**src/rtl/shu_pkg.sv**
```systemverilog
package shu_pkg;

  typedef enum logic [2:0] {
    OP_LSL   = 3'b000,
    OP_LSR   = 3'b001,
    OP_ASL   = 3'b010,
    OP_ASR   = 3'b011,
    OP_ROL   = 3'b100,
    OP_ROR   = 3'b101,
    OP_PASS0 = 3'b110,
    OP_PASS1 = 3'b111
  } shu_op_e;

endpackage

```
**src/rtl/shu_reverse.sv**
```systemverilog
module shu_reverse #(
  parameter int N = 6
) (
  input  logic [N-1:0] din_i,
  output logic [N-1:0] dout_o
);

  for (genvar b = 0; b < N; b++) begin : g_bit
    assign dout_o[b] = din_i[N-1-b];
  end

endmodule

```
**src/rtl/shu_barrel.sv**
```systemverilog
// Saturating right shifter: one stage per amount bit, vacated bits take fill_i.
module shu_barrel #(
  parameter int N  = 6,
  parameter int AW = $clog2(N+1)
) (
  input  logic [N-1:0]  din_i,
  input  logic          fill_i,
  input  logic [AW-1:0] amt_i,
  output logic [N-1:0]  dout_o
);

  logic [N-1:0] stg [AW+1];

  assign stg[0] = din_i;

  for (genvar s = 0; s < AW; s++) begin : g_stage
    localparam int SH = 1 << s;
    if (SH >= N) begin : g_full
      assign stg[s+1] = amt_i[s] ? {N{fill_i}} : stg[s];
    end else begin : g_part
      assign stg[s+1] = amt_i[s] ? {{SH{fill_i}}, stg[s][N-1:SH]} : stg[s];
    end
  end

  assign dout_o = stg[AW];

endmodule

```
**src/rtl/shu_rotate.sv**
```systemverilog
// Right rotator; a left rotation by r becomes a right rotation by N-r.
module shu_rotate #(
  parameter int N  = 6,
  parameter int AW = $clog2(N+1)
) (
  input  logic [N-1:0]  din_i,
  input  logic [AW-1:0] amt_i,
  input  logic          left_i,
  output logic [N-1:0]  dout_o
);

  localparam logic [AW-1:0] N_W = AW'(N);

  logic [AW-1:0] amt_mod;
  logic [AW-1:0] amt_eff;
  logic [N-1:0]  stg [AW+1];

  // amt_i < 2N, so one conditional subtract gives the remainder
  assign amt_mod = (amt_i >= N_W) ? amt_i - N_W : amt_i;

  always_comb begin
    if (!left_i)            amt_eff = amt_mod;
    else if (amt_mod == '0) amt_eff = '0;
    else                    amt_eff = N_W - amt_mod;
  end

  assign stg[0] = din_i;

  for (genvar s = 0; s < AW; s++) begin : g_stage
    localparam int SHM = (1 << s) % N;
    if (SHM == 0) begin : g_id
      assign stg[s+1] = stg[s];
    end else begin : g_rot
      assign stg[s+1] = amt_eff[s] ? {stg[s][SHM-1:0], stg[s][N-1:SHM]} : stg[s];
    end
  end

  assign dout_o = stg[AW];

endmodule

```
**src/rtl/shu_outreg.sv**
```systemverilog
module shu_outreg #(
  parameter int N       = 6,
  parameter bit REG_OUT = 1'b1
) (
  input  logic         clk_i,
  input  logic         rst_ni,
  input  logic [N-1:0] d_i,
  output logic [N-1:0] q_o
);

  if (REG_OUT) begin : g_reg
    always_ff @(posedge clk_i or negedge rst_ni) begin
      if (!rst_ni) q_o <= '0;
      else         q_o <= d_i;
    end
  end else begin : g_wire
    assign q_o = d_i;
  end

endmodule

```
**src/rtl/shift_rotate_unit.sv**
```systemverilog
module shift_rotate_unit
  import shu_pkg::*;
#(
  parameter int N       = 6,
  parameter bit REG_OUT = 1'b1,
  localparam int AW     = $clog2(N+1)
) (
  input  logic          clk_i,
  input  logic          rst_ni,
  input  logic [N-1:0]  data_i,
  input  logic [2:0]    op_i,
  input  logic [AW-1:0] amt_i,
  output logic [N-1:0]  data_o
);

  shu_op_e      op;
  logic         is_left;
  logic         fill;
  logic [N-1:0] data_rev;
  logic [N-1:0] shift_src;
  logic [N-1:0] shift_raw;
  logic [N-1:0] shift_raw_rev;
  logic [N-1:0] shift_res;
  logic [N-1:0] rot_res;
  logic [N-1:0] result;

  assign op      = shu_op_e'(op_i);
  assign is_left = (op == OP_LSL) || (op == OP_ASL);

  always_comb begin
    case (op)
      OP_ASL:  fill = data_i[0];
      OP_ASR:  fill = data_i[N-1];
      default: fill = 1'b0;
    endcase
  end

  // left shifts reuse the right shifter between two bit reversals
  shu_reverse #(.N(N)) u_rev_in (
    .din_i  (data_i),
    .dout_o (data_rev)
  );

  assign shift_src = is_left ? data_rev : data_i;

  shu_barrel #(.N(N), .AW(AW)) u_barrel (
    .din_i  (shift_src),
    .fill_i (fill),
    .amt_i  (amt_i),
    .dout_o (shift_raw)
  );

  shu_reverse #(.N(N)) u_rev_out (
    .din_i  (shift_raw),
    .dout_o (shift_raw_rev)
  );

  assign shift_res = is_left ? shift_raw_rev : shift_raw;

  shu_rotate #(.N(N), .AW(AW)) u_rotate (
    .din_i  (data_i),
    .amt_i  (amt_i),
    .left_i (op == OP_ROL),
    .dout_o (rot_res)
  );

  always_comb begin
    case (op)
      OP_LSL, OP_LSR, OP_ASL, OP_ASR: result = shift_res;
      OP_ROL, OP_ROR:                 result = rot_res;
      default:                        result = data_i;
    endcase
  end

  shu_outreg #(.N(N), .REG_OUT(REG_OUT)) u_outreg (
    .clk_i  (clk_i),
    .rst_ni (rst_ni),
    .d_i    (result),
    .q_o    (data_o)
  );

endmodule

```
**config.mk**
```make
export PLATFORM = sky130hd
export DESIGN_NAME = shift_rotate_unit
export DESIGN_NICKNAME = d
export VERILOG_FILES = /design/src/rtl/shu_pkg.sv /design/src/rtl/shu_reverse.sv /design/src/rtl/shu_barrel.sv /design/src/rtl/shu_rotate.sv /design/src/rtl/shu_outreg.sv /design/src/rtl/shift_rotate_unit.sv
export SDC_FILE = /design/constraint.sdc
export NUM_CORES = 1
export LEC_CHECK = 0
export ABC_AREA = 0
export BUFFER_PORTS_ARGS = -buffer_cell sky130_fd_sc_hd__buf_2
export CORE_ASPECT_RATIO = 1.5
export CORE_UTILIZATION = 45
export CTS_BUF_LIST = sky130_fd_sc_hd__clkbuf_8
export DETAILED_ROUTE_END_ITERATION = 8
export PLACE_DENSITY = 0.67
export SLEW_MARGIN = 5
export SYNTH_ARGS = -nofsm -noshare
export SYNTH_HDL_FRONTEND = slang
export SYNTH_HIERARCHICAL = 1
export SYNTH_SLANG_ARGS = --single-unit
```
**constraint.sdc**
```tcl
create_clock -name clk_i -period 0.8 [get_ports clk_i]
set_input_delay 0.08 -clock clk_i [delete_from_list [all_inputs] [get_ports clk_i]]
set_output_delay 0.08 -clock clk_i [all_outputs]
set_load 0.005 [all_outputs]
```
=== Yosys cells after proc, flatten, opt, wreduce, memory -nomap -nowiden ===
Cells that the tools add are included.

* Register bits: 6
* Latch bits: 0
* Bits in writable memories: 0
* Memory bits (read-only): 0
* Logic and storage cells: 27
* Memories kept: 0

* Add/subtract/negate cells: 2
* Multiply operators: 0
* Divide/modulo/power cells: 0
* Magnitude comparators: 1
* Equality and inequality tests: 5
* Shifts and indexed selects: 0
* Multiplexer cells: 13
* Bitwise logic cells: 0
* Reductions and logical operators: 5

{| class="wikitable"
|+ Operators by type and width
! operator !! number
|-
| 6-bit 2-to-1 mux || 8
|-
| 6-bit case mux with 2 select lines || 1
|-
| 3-bit 2-to-1 mux || 3
|-
| 3-bit by 2-bit == test with 1-bit output, second input constant || 2
|-
| 3-bit == test, second input constant || 2
|-
| 3-bit logical NOT || 2
|-
| 4-bit OR reduction || 1
|-
| 3-bit by 1-bit == test with 1-bit output, second input constant || 1
|-
| 3-bit >= comparator, second input constant || 1
|-
| 3-bit subtractor, first input constant || 1
|-
| 3-bit subtractor, second input constant || 1
|-
| 1-bit case mux with 2 select lines || 1
|-
| 2-bit OR reduction || 1
|-
| 1-bit logical OR || 1
|}

=== Longest topological paths before layout ===
Gate-level depths: netlist of the first run.

* Word-level depth: 9
* Gate-level depth with buffers: 9

=== Modules after synthesis ===
The synthesis of the first run kept the hierarchy.

{| class="wikitable"
|+ By module, submodules not included
! module !! instances !! cells each !! area each (um^2) !! sequential area each (um^2)
|-
| shift_rotate_unit || 1 || 31 || 342.8 || 0.0
|-
| shu_rotate || 1 || 40 || 311.5 || 0.0
|-
| shu_barrel || 1 || 23 || 220.2 || 0.0
|-
| shu_outreg || 1 || 6 || 150.1 || 150.1
|-
| shu_reverse || 2 || 6 || 45.0 || 0.0
|}

=== Worst setup path before layout of the first run ===
Ideal clock, no wire load.

* Path kind: input to register
* Start: input op_i[2]
* End: register u_outreg.q_o[5]
* Arrival time: 1.748 ns
* Setup slack: -1.074 ns
* Stages on the path: 8
* Cells stage by stage: buf_6 -> nor2_8 -> mux2_4 -> mux2_4 -> mux4_2 -> buf_4 -> mux2i_1 -> mux2i_1

* Cells in the longest elaborated chain, start to end: 8
* Elaborated cells on any way between the ends: 20

{| class="wikitable"
|+ Ends and longest elaborated chain
! element !! RTL line !! RTL
|-
| start: declaration || shift_rotate_unit.sv:11 || <nowiki>input logic [2:0] op_i,</nowiki>
|-
| 3-bit by 2-bit == test with 1-bit output / 3-bit logical NOT (equally long branches) || shift_rotate_unit.sv:28 || <nowiki>assign is_left = (op == OP_LSL) || (op == OP_ASL);</nowiki>
|-
| 1-bit logical OR (*) || shift_rotate_unit.sv:28 ||
|-
| 6-bit 2-to-1 mux (*) || shift_rotate_unit.sv:44 || <nowiki>assign shift_src = is_left ? data_rev : data_i;</nowiki>
|-
| net shift_src[4] || shift_rotate_unit.sv:20 || <nowiki>logic [N-1:0] shift_src;</nowiki>
|-
| 6-bit 2-to-1 mux (*) (3 in a row) || shu_barrel.sv:21 || <nowiki>assign stg[s+1] = amt_i[s] ? {{SH{fill_i}}, stg[s][N-1:SH]} : stg[s];</nowiki>
|-
| net shift_raw[0] || shift_rotate_unit.sv:21 || <nowiki>logic [N-1:0] shift_raw;</nowiki>
|-
| 6-bit 2-to-1 mux (*) || shift_rotate_unit.sv:58 || <nowiki>assign shift_res = is_left ? shift_raw_rev : shift_raw;</nowiki>
|-
| 6-bit case mux with 2 select lines (*) || shift_rotate_unit.sv:68 || <nowiki>case (op)</nowiki>
|-
| net result[5] || shift_rotate_unit.sv:25 || <nowiki>logic [N-1:0] result;</nowiki>
|-
| end signal: assignment || shu_outreg.sv:14 || <nowiki>else q_o <= d_i;</nowiki>
|-
| end: declaration || shu_outreg.sv:8 || <nowiki>output logic [N-1:0] q_o</nowiki>
|}

Mark *: on every way through the listed nets, which the timed path passes. The rest lies on a longest branch.

=== Worst setup path in the final report of the first run ===
* Start: input op_i[0]
* End: register u_outreg.q_o[5]

Same word-level chain as after synthesis.

==> results of run 1 <==
## where the power goes
group	switching (mW)	internal [mW]	total (mW)
clock	0.110	0.321	0.431
sequential	0.00971	0.350	0.360
combinational	0.361	0.444	0.805
## layout make-up
class                      count  area, sq um  area share
sequential                     6          150       0.107
inverter                       7         26.3      0.0188
multi-input combinational     78          813       0.580
clock buffer                   3         41.3      0.0295
timing repair buffer          47          342       0.244
tap                           23         28.8      0.0205
## cell usage after synthesis, types with 2 or more instances
cell | n | area (sq um)
inv_1 | 7 | 26.3
nor2_1 | 7 | 26.3
mux2_2 | 10 | 113
a311oi_1 | 2 | 17.5
mux2i_1 | 23 | 230
buf_2 | 3 | 15.0
a31oi_1 | 2 | 12.5
nor3b_1 | 2 | 15.0
buf_4 | 12 | 90.1
dfrtp_1 | 6 | 150
mux4_2 | 2 | 45.0
mux2_4 | 8 | 120
buf_6 | 5 | 56.3
o32ai_1 | 2 | 17.5
nor3_1 | 4 | 20.0
## kinds of logic (layout without fill, tap and decap cells)
group	count (synthesis)	after routing
and+or+nand+nor	20	20
xor gates and xnor gates	1	1
DFF	6	6
AOI/OAI and AO/OA	13	13
muxes	44	44
buffers and inverters	28	57
## per-stage QoR
step | instances | total power, mW | hold slack (ns) | utilization
6_report | 164 | 1.60 | 0.219 | 0.613
3_5_place_dp | 158 | 1.11 | -0.0941 | 0.559
2_1_floorplan | 112 | 0.932 | -0.216 | -
5_1_grt | 164 | 1.68 | 0.250 | 0.613
3_3_place_gp | 158 | 1.08 | -0.0969 | 0.559
4_1_cts | 163 | 1.58 | 0.221 | 0.597
## metal layers
layer  vias up  routed length, um
met5         -                  0
met4         0                 23
met3         2                 57
met2        31               1480
met1       448                983
li1        455                  -
## worst max-delay path, delay by kind of cell
| family | cells | cell delay, ns |
|---|---|---|
| muxes | 5 | 1.36 |
| and+or+nand+nor | 1 | 0.17 |
| buffers and inverters | 1 | 0.11 |
## placed cells by master, fill, tap and decap left out, drive strengths merged
master / n
a211oi: 1
a21oi: 1
a311oi: 3
a31oi: 2
and2b: 1
buf: 46
clkbuf: 3
dfrtp: 6
dlygate4sd3: 1
inv: 7
mux2: 19
mux2i: 23
mux4: 2
nand2: 1
nand2b: 1
nor2: 8
nor2b: 1
nor3: 4
nor3b: 3
o211ai: 1
o21ai: 1
o221a: 1
o22a: 1
o32ai: 2
or2: 1
xnor2: 1
## how the worst max path moves through the flow
stage	from	cells after the start	slack, ns	endpoint
after detailed placement	op_i[0]	7	-1.09	u_outreg/q_o[0]
after floorplan	op_i[0]	8	-1.06	u_outreg/q_o[5]
final	op_i[0]	7	-0.83	u_outreg/q_o[5]
after global routing	op_i[0]	7	-0.87	u_outreg/q_o[5]
after global placement	op_i[0]	7	-1.09	u_outreg/q_o[0]
after CTS	op_i[2]	7	-0.82	u_outreg/q_o[0]
## what timing repair did
action / in CTS / in global routing
setup endpoints to repair: 6 / 6
pin swaps: 1 / 3
gates cloned: 0 / 1
setup buffers: 1 / 0
hold endpoints to repair: 6 / 0
hold buffers: 1 / 0
gates resized for setup: 8 / 7
==> reports/results.txt, run 1 <==
Worst-path clk slew -> 0.03 ns
HP Class -> in -> async
Initial DRC Count -> 25
Largest register by flop count -> u_outreg/q_o
WL final -> 2.55 mm
Final setup fails -> 6
GRT Max-Usage Layer -> met2
CTS tree -> done
Routed WL per cell -> 15.5 um
Final Hold Fails -> 0
Compound-Gate Fraction of Synth Area -> 0.109
Largest net degree at the start of global routing -> 13
Initial core utilization -> 0.488
Worst EP arrival -> 1.72 ns
Largest family of logic cells by synthesized area -> multiplexers
Post-Layout Inst Area -> 1400 sq um
Total number of vias -> 936
Yosys warning total -> 6
Ys async rst share -> 1.00
Die height -> 63.0 um
Max incr delay on CP -> 0.49 ns
Die area -> 2680 sq um
Fill cell count -> 199
CP max stage cell -> mux4_2
Total GRT Usage -> 0.186
Remaining antenna violation count after routing -> 0
Drt pass-1 iters -> 4
Met3 usage -> 0
ANT cells -> 0
FP Rows -> 21
Sequential fraction of the synthesis area -> 0.135
Placed Area -> 1280 sq um
Cts bufs inserted -> 3
Mapped Nets -> 126
Post-Synth Simple-Gate Area -> 0.111
Post-synthesis cell count -> 112
CP endpoint kind -> register
Grt total ovfl -> 0
Drc violations -> 0
DPL Wire Length -> 2.01 mm
Core box area -> 2290 sq um
Max Fclk -> 613 MHz
Max-slew violation count -> 0
Synth-to-Final Area Change -> 25.7%
M2 GR Usage -> 0.377
Main flop type after synthesis -> dfrtp_1
Xor/xnor share of the synthesized area -> 0.00786
Status -> finished, violations left
Max FFs per register -> 6
Share of layout cells above drive strength 1 -> 0.567
Crit Path Class -> in -> reg
Syn_area_per_cell -> 9.95 sq um
Max-cap violations -> 0
CTS sink cnt -> 6
RSZ-0062 raised after global routing -> yes
P per Cell Area -> 1140 nW/um^2
Largest regs -> u_outreg/q_o: 6 flops
Critical Path RT -> 0.89 ns
Worst slew pin tran -> 0.343 ns
IO Pins -> 20
Initial antenna violation count -> 0
Seq cells post-synth -> 6
Worst setup SP type -> input pin
CP max FO -> 6
Final worst slack -> -0.831 ns
Vias in the first global route -> 945
Setup_tns -> -4.63 ns
Max VDD drop -> 0.000522 V
Worst slew margin relative to its limit -> 0.770
Pleak -> 0.700 nW
M1 GR Usage -> 0.191
EDFF count, synth -> 0
CTS max path bufs -> 2
H-tree depth -> 1
Post-route minimum period -> 1.63 ns
Distinct cells, synth -> 32
Clock tree root driver cell -> clkbuf_8
Vias per inst -> 5.71
I/O Buffers -> 19
CP Cell Sequence -> buf_8 > nor2_8 > mux2_4 > mux2_4 > mux4_2 > mux2i_1 > mux2i_1
Final period utilization -> 2.04
Violated checks -> negative setup slack
Global-route wire length before repair -> 3.99 mm
Post-synthesis adder-cell area fraction -> 0
Mapped Area -> 1110 sq um
Mux cell area share after synthesis -> 0.466
Nets@finish -> 157
Overall die width -> 42.6 um
Routability cong. -> 0.782
Pre-CTS setup slack -> -1.09 ns
Note: power is estimated with default switching activity, not from simulation.
==> run 2, diff against run 1 <==
==> constraint.sdc (replaced) <==
create_clock -name clk_i -period 0.8 [get_ports clk_i]
set_input_delay 0.08 -clock clk_i [delete_from_list [all_inputs] [get_ports clk_i]]
set_output_delay 0.08 -clock clk_i [all_outputs]
set_load 0.05 [all_outputs]
==> reports/results.txt, run 2 (synthesis gave the netlist of run 1 again) <==
Fill cell count -> 193 (-3.0%)
CTS sink cnt -> 6 (unchanged)
Overall die width -> 42.6 um (unchanged)
CTS tree -> done
Status -> finished, violations left
Final setup fails -> 12 (+6)
Final period utilization -> 2.03 (-0.00753)
Global-route wire length before repair -> 3.97 mm (-0.35%)
Share of layout cells above drive strength 1 -> 0.567 (unchanged)
Violated checks -> negative setup slack
Placed Area -> 1280 sq um (unchanged)
Routed WL per cell -> 15.6 um (+0.31%)
Final worst slack -> -0.825 ns (+0.00602 ns)
Vias in the first global route -> 946 (+0.11%)
IO Pins -> 20 (unchanged)
Initial core utilization -> 0.488 (unchanged)
Remaining antenna violation count after routing -> 0 (unchanged)
Initial antenna violation count -> 0 (unchanged)
P per Cell Area -> 1270 nW/um^2 (+12%)
Final Hold Fails -> 0 (unchanged)
Highest-count cells in the layout ignoring fill and taps -> 24 x buf_4, 22 x mux2i_1, 12 x buf_2
Pleak -> 0.711 nW (+1.6%)
HP Class -> in -> async
Max FFs per register -> 6 (unchanged)
Vias per inst -> 5.69 (-0.32%)
Clock tree root driver cell -> clkbuf_8
Core box area -> 2290 sq um (unchanged)
Worst setup SP type -> input pin
WL final -> 2.56 mm (+0.31%)
CP endpoint kind -> register
Setup_tns -> -4.68 ns (-0.0534 ns)
Largest net degree at the start of global routing -> 13 (unchanged)
Critical Path Start -> op_i[0]
Total number of vias -> 933 (-0.32%)
Cts bufs inserted -> 3 (unchanged)
Post-route minimum period -> 1.63 ns (-0.00602 ns)
Critical Path RT -> 0.89 ns (about the same)
Max-slew violation count -> 0 (unchanged)
Initial DRC Count -> 45 (+80%)
Total power -> 1.83 mW (+14%)
Crit Path Class -> in -> reg
DPL Wire Length -> 2.01 mm (unchanged)
Post-Layout Inst Area -> 1440 sq um (+2.7%)
Die area -> 2680 sq um (unchanged)
Max Fclk -> 615 MHz (+0.37%)
Worst-path clk slew -> 0.03 ns (about the same)
Worst EP arrival -> 1.72 ns (about the same)
Drc violations -> 0 (unchanged)
FP Rows -> 21 (unchanged)
CTS max path bufs -> 2 (unchanged)
Synth-to-Final Area Change -> 29.1%
ANT cells -> 0 (unchanged)
CP max FO -> 6 (unchanged)
Worst slew margin relative to its limit -> 0.780 (+0.0102)
Largest register by flop count -> u_outreg/q_o
Grt total ovfl -> 0 (unchanged)
Worst slew pin tran -> 0.328 ns (-0.0152 ns)
Max-cap violations -> 0 (unchanged)
Max VDD drop -> 0.000613 V (+17%)
I/O Buffers -> 19 (unchanged)
Largest regs -> u_outreg/q_o: 6 flops
RSZ-0062 raised after global routing -> yes
Total GRT Usage -> 0.185 (-0.000573)
Most common cell after layout, fill and taps aside -> buf_4
Drt pass-1 iters -> 4 (unchanged)
Die height -> 63.0 um (unchanged)
H-tree depth -> 1 (unchanged)
Nets@finish -> 157 (unchanged)
Pre-CTS setup slack -> -1.09 ns (unchanged)
Routability cong. -> 0.782 (unchanged)
==> run 2: cell counts in the layout (fill, tap and decap cells not counted) <==
No cell type changed its count.
==> run 2: per-stage QoR <==
| step | hold WS, ns | util | std cells |
|---|---|---|---|
| 2_1_floorplan | -0.216 | - | 112 |
| 3_3_place_gp | -0.0969 | 0.559 | 158 |
| 3_5_place_dp | -0.0941 | 0.559 | 158 |
| 4_1_cts | 0.221 | 0.614 | 163 |
| 5_1_grt | 0.240 | 0.629 | 164 |
| 6_report | 0.223 | 0.629 | 164 |
==> run 2: area by class of cell <==
cell class / count / area [sq um] / share of cell area
Multi-Input combinational cell: 78 / 813 / 0.565
Timing Repair Buffer: 47 / 379 / 0.263
Clock buffer: 3 / 41.3 / 0.0287
Sequential cell: 6 / 150 / 0.104
Inverter: 7 / 26.3 / 0.0183
Tap cell: 23 / 28.8 / 0.0200
==> run 2: per-layer routing <==
layer / global-route usage / wire length [um]
met3: 0 / 37
met4: 0.0625 / 23
met1: 0.189 / 1010
met5: 0 / 0
met2: 0.377 / 1480
==> run 2: where the power goes <==
| part | internal, mW | total (mW) | leakage [nW] | switching [mW] |
|---|---|---|---|---|
| clock network | 0.322 | 0.434 | 0.0216 | 0.112 |
| logic | 0.501 | 1.02 | 0.617 | 0.521 |
| registers | 0.351 | 0.371 | 0.0726 | 0.0203 |
==> run 2: how the worst max path moves through the flow <==
stage	to	slack (ns)	cells after the start
detailed placement	u_outreg/q_o[0]	-1.09	7
floorplan	u_outreg/q_o[5]	-1.06	8
global placement	u_outreg/q_o[0]	-1.09	7
finish	u_outreg/q_o[5]	-0.83	7
global route	u_outreg/q_o[5]	-0.87	7
CTS	u_outreg/q_o[0]	-0.82	7
==> run 2: repair_timing <==
item,in CTS,in global routing
buffers inserted,1,0
gates cloned,0,1
endpoints found under the hold margin,6,0
setup endpoints to repair,12,12
pin swaps,1,3
resized for setup,20,7
hold buffers,1,0
==> run 2: critical path: stages <==
cell	delay, ns
buf_8	0.11
nor2_8	0.17
mux2_4	0.33
mux2_4	0.28
mux4_2	0.50
mux2i_1	0.17
mux2i_1	0.09
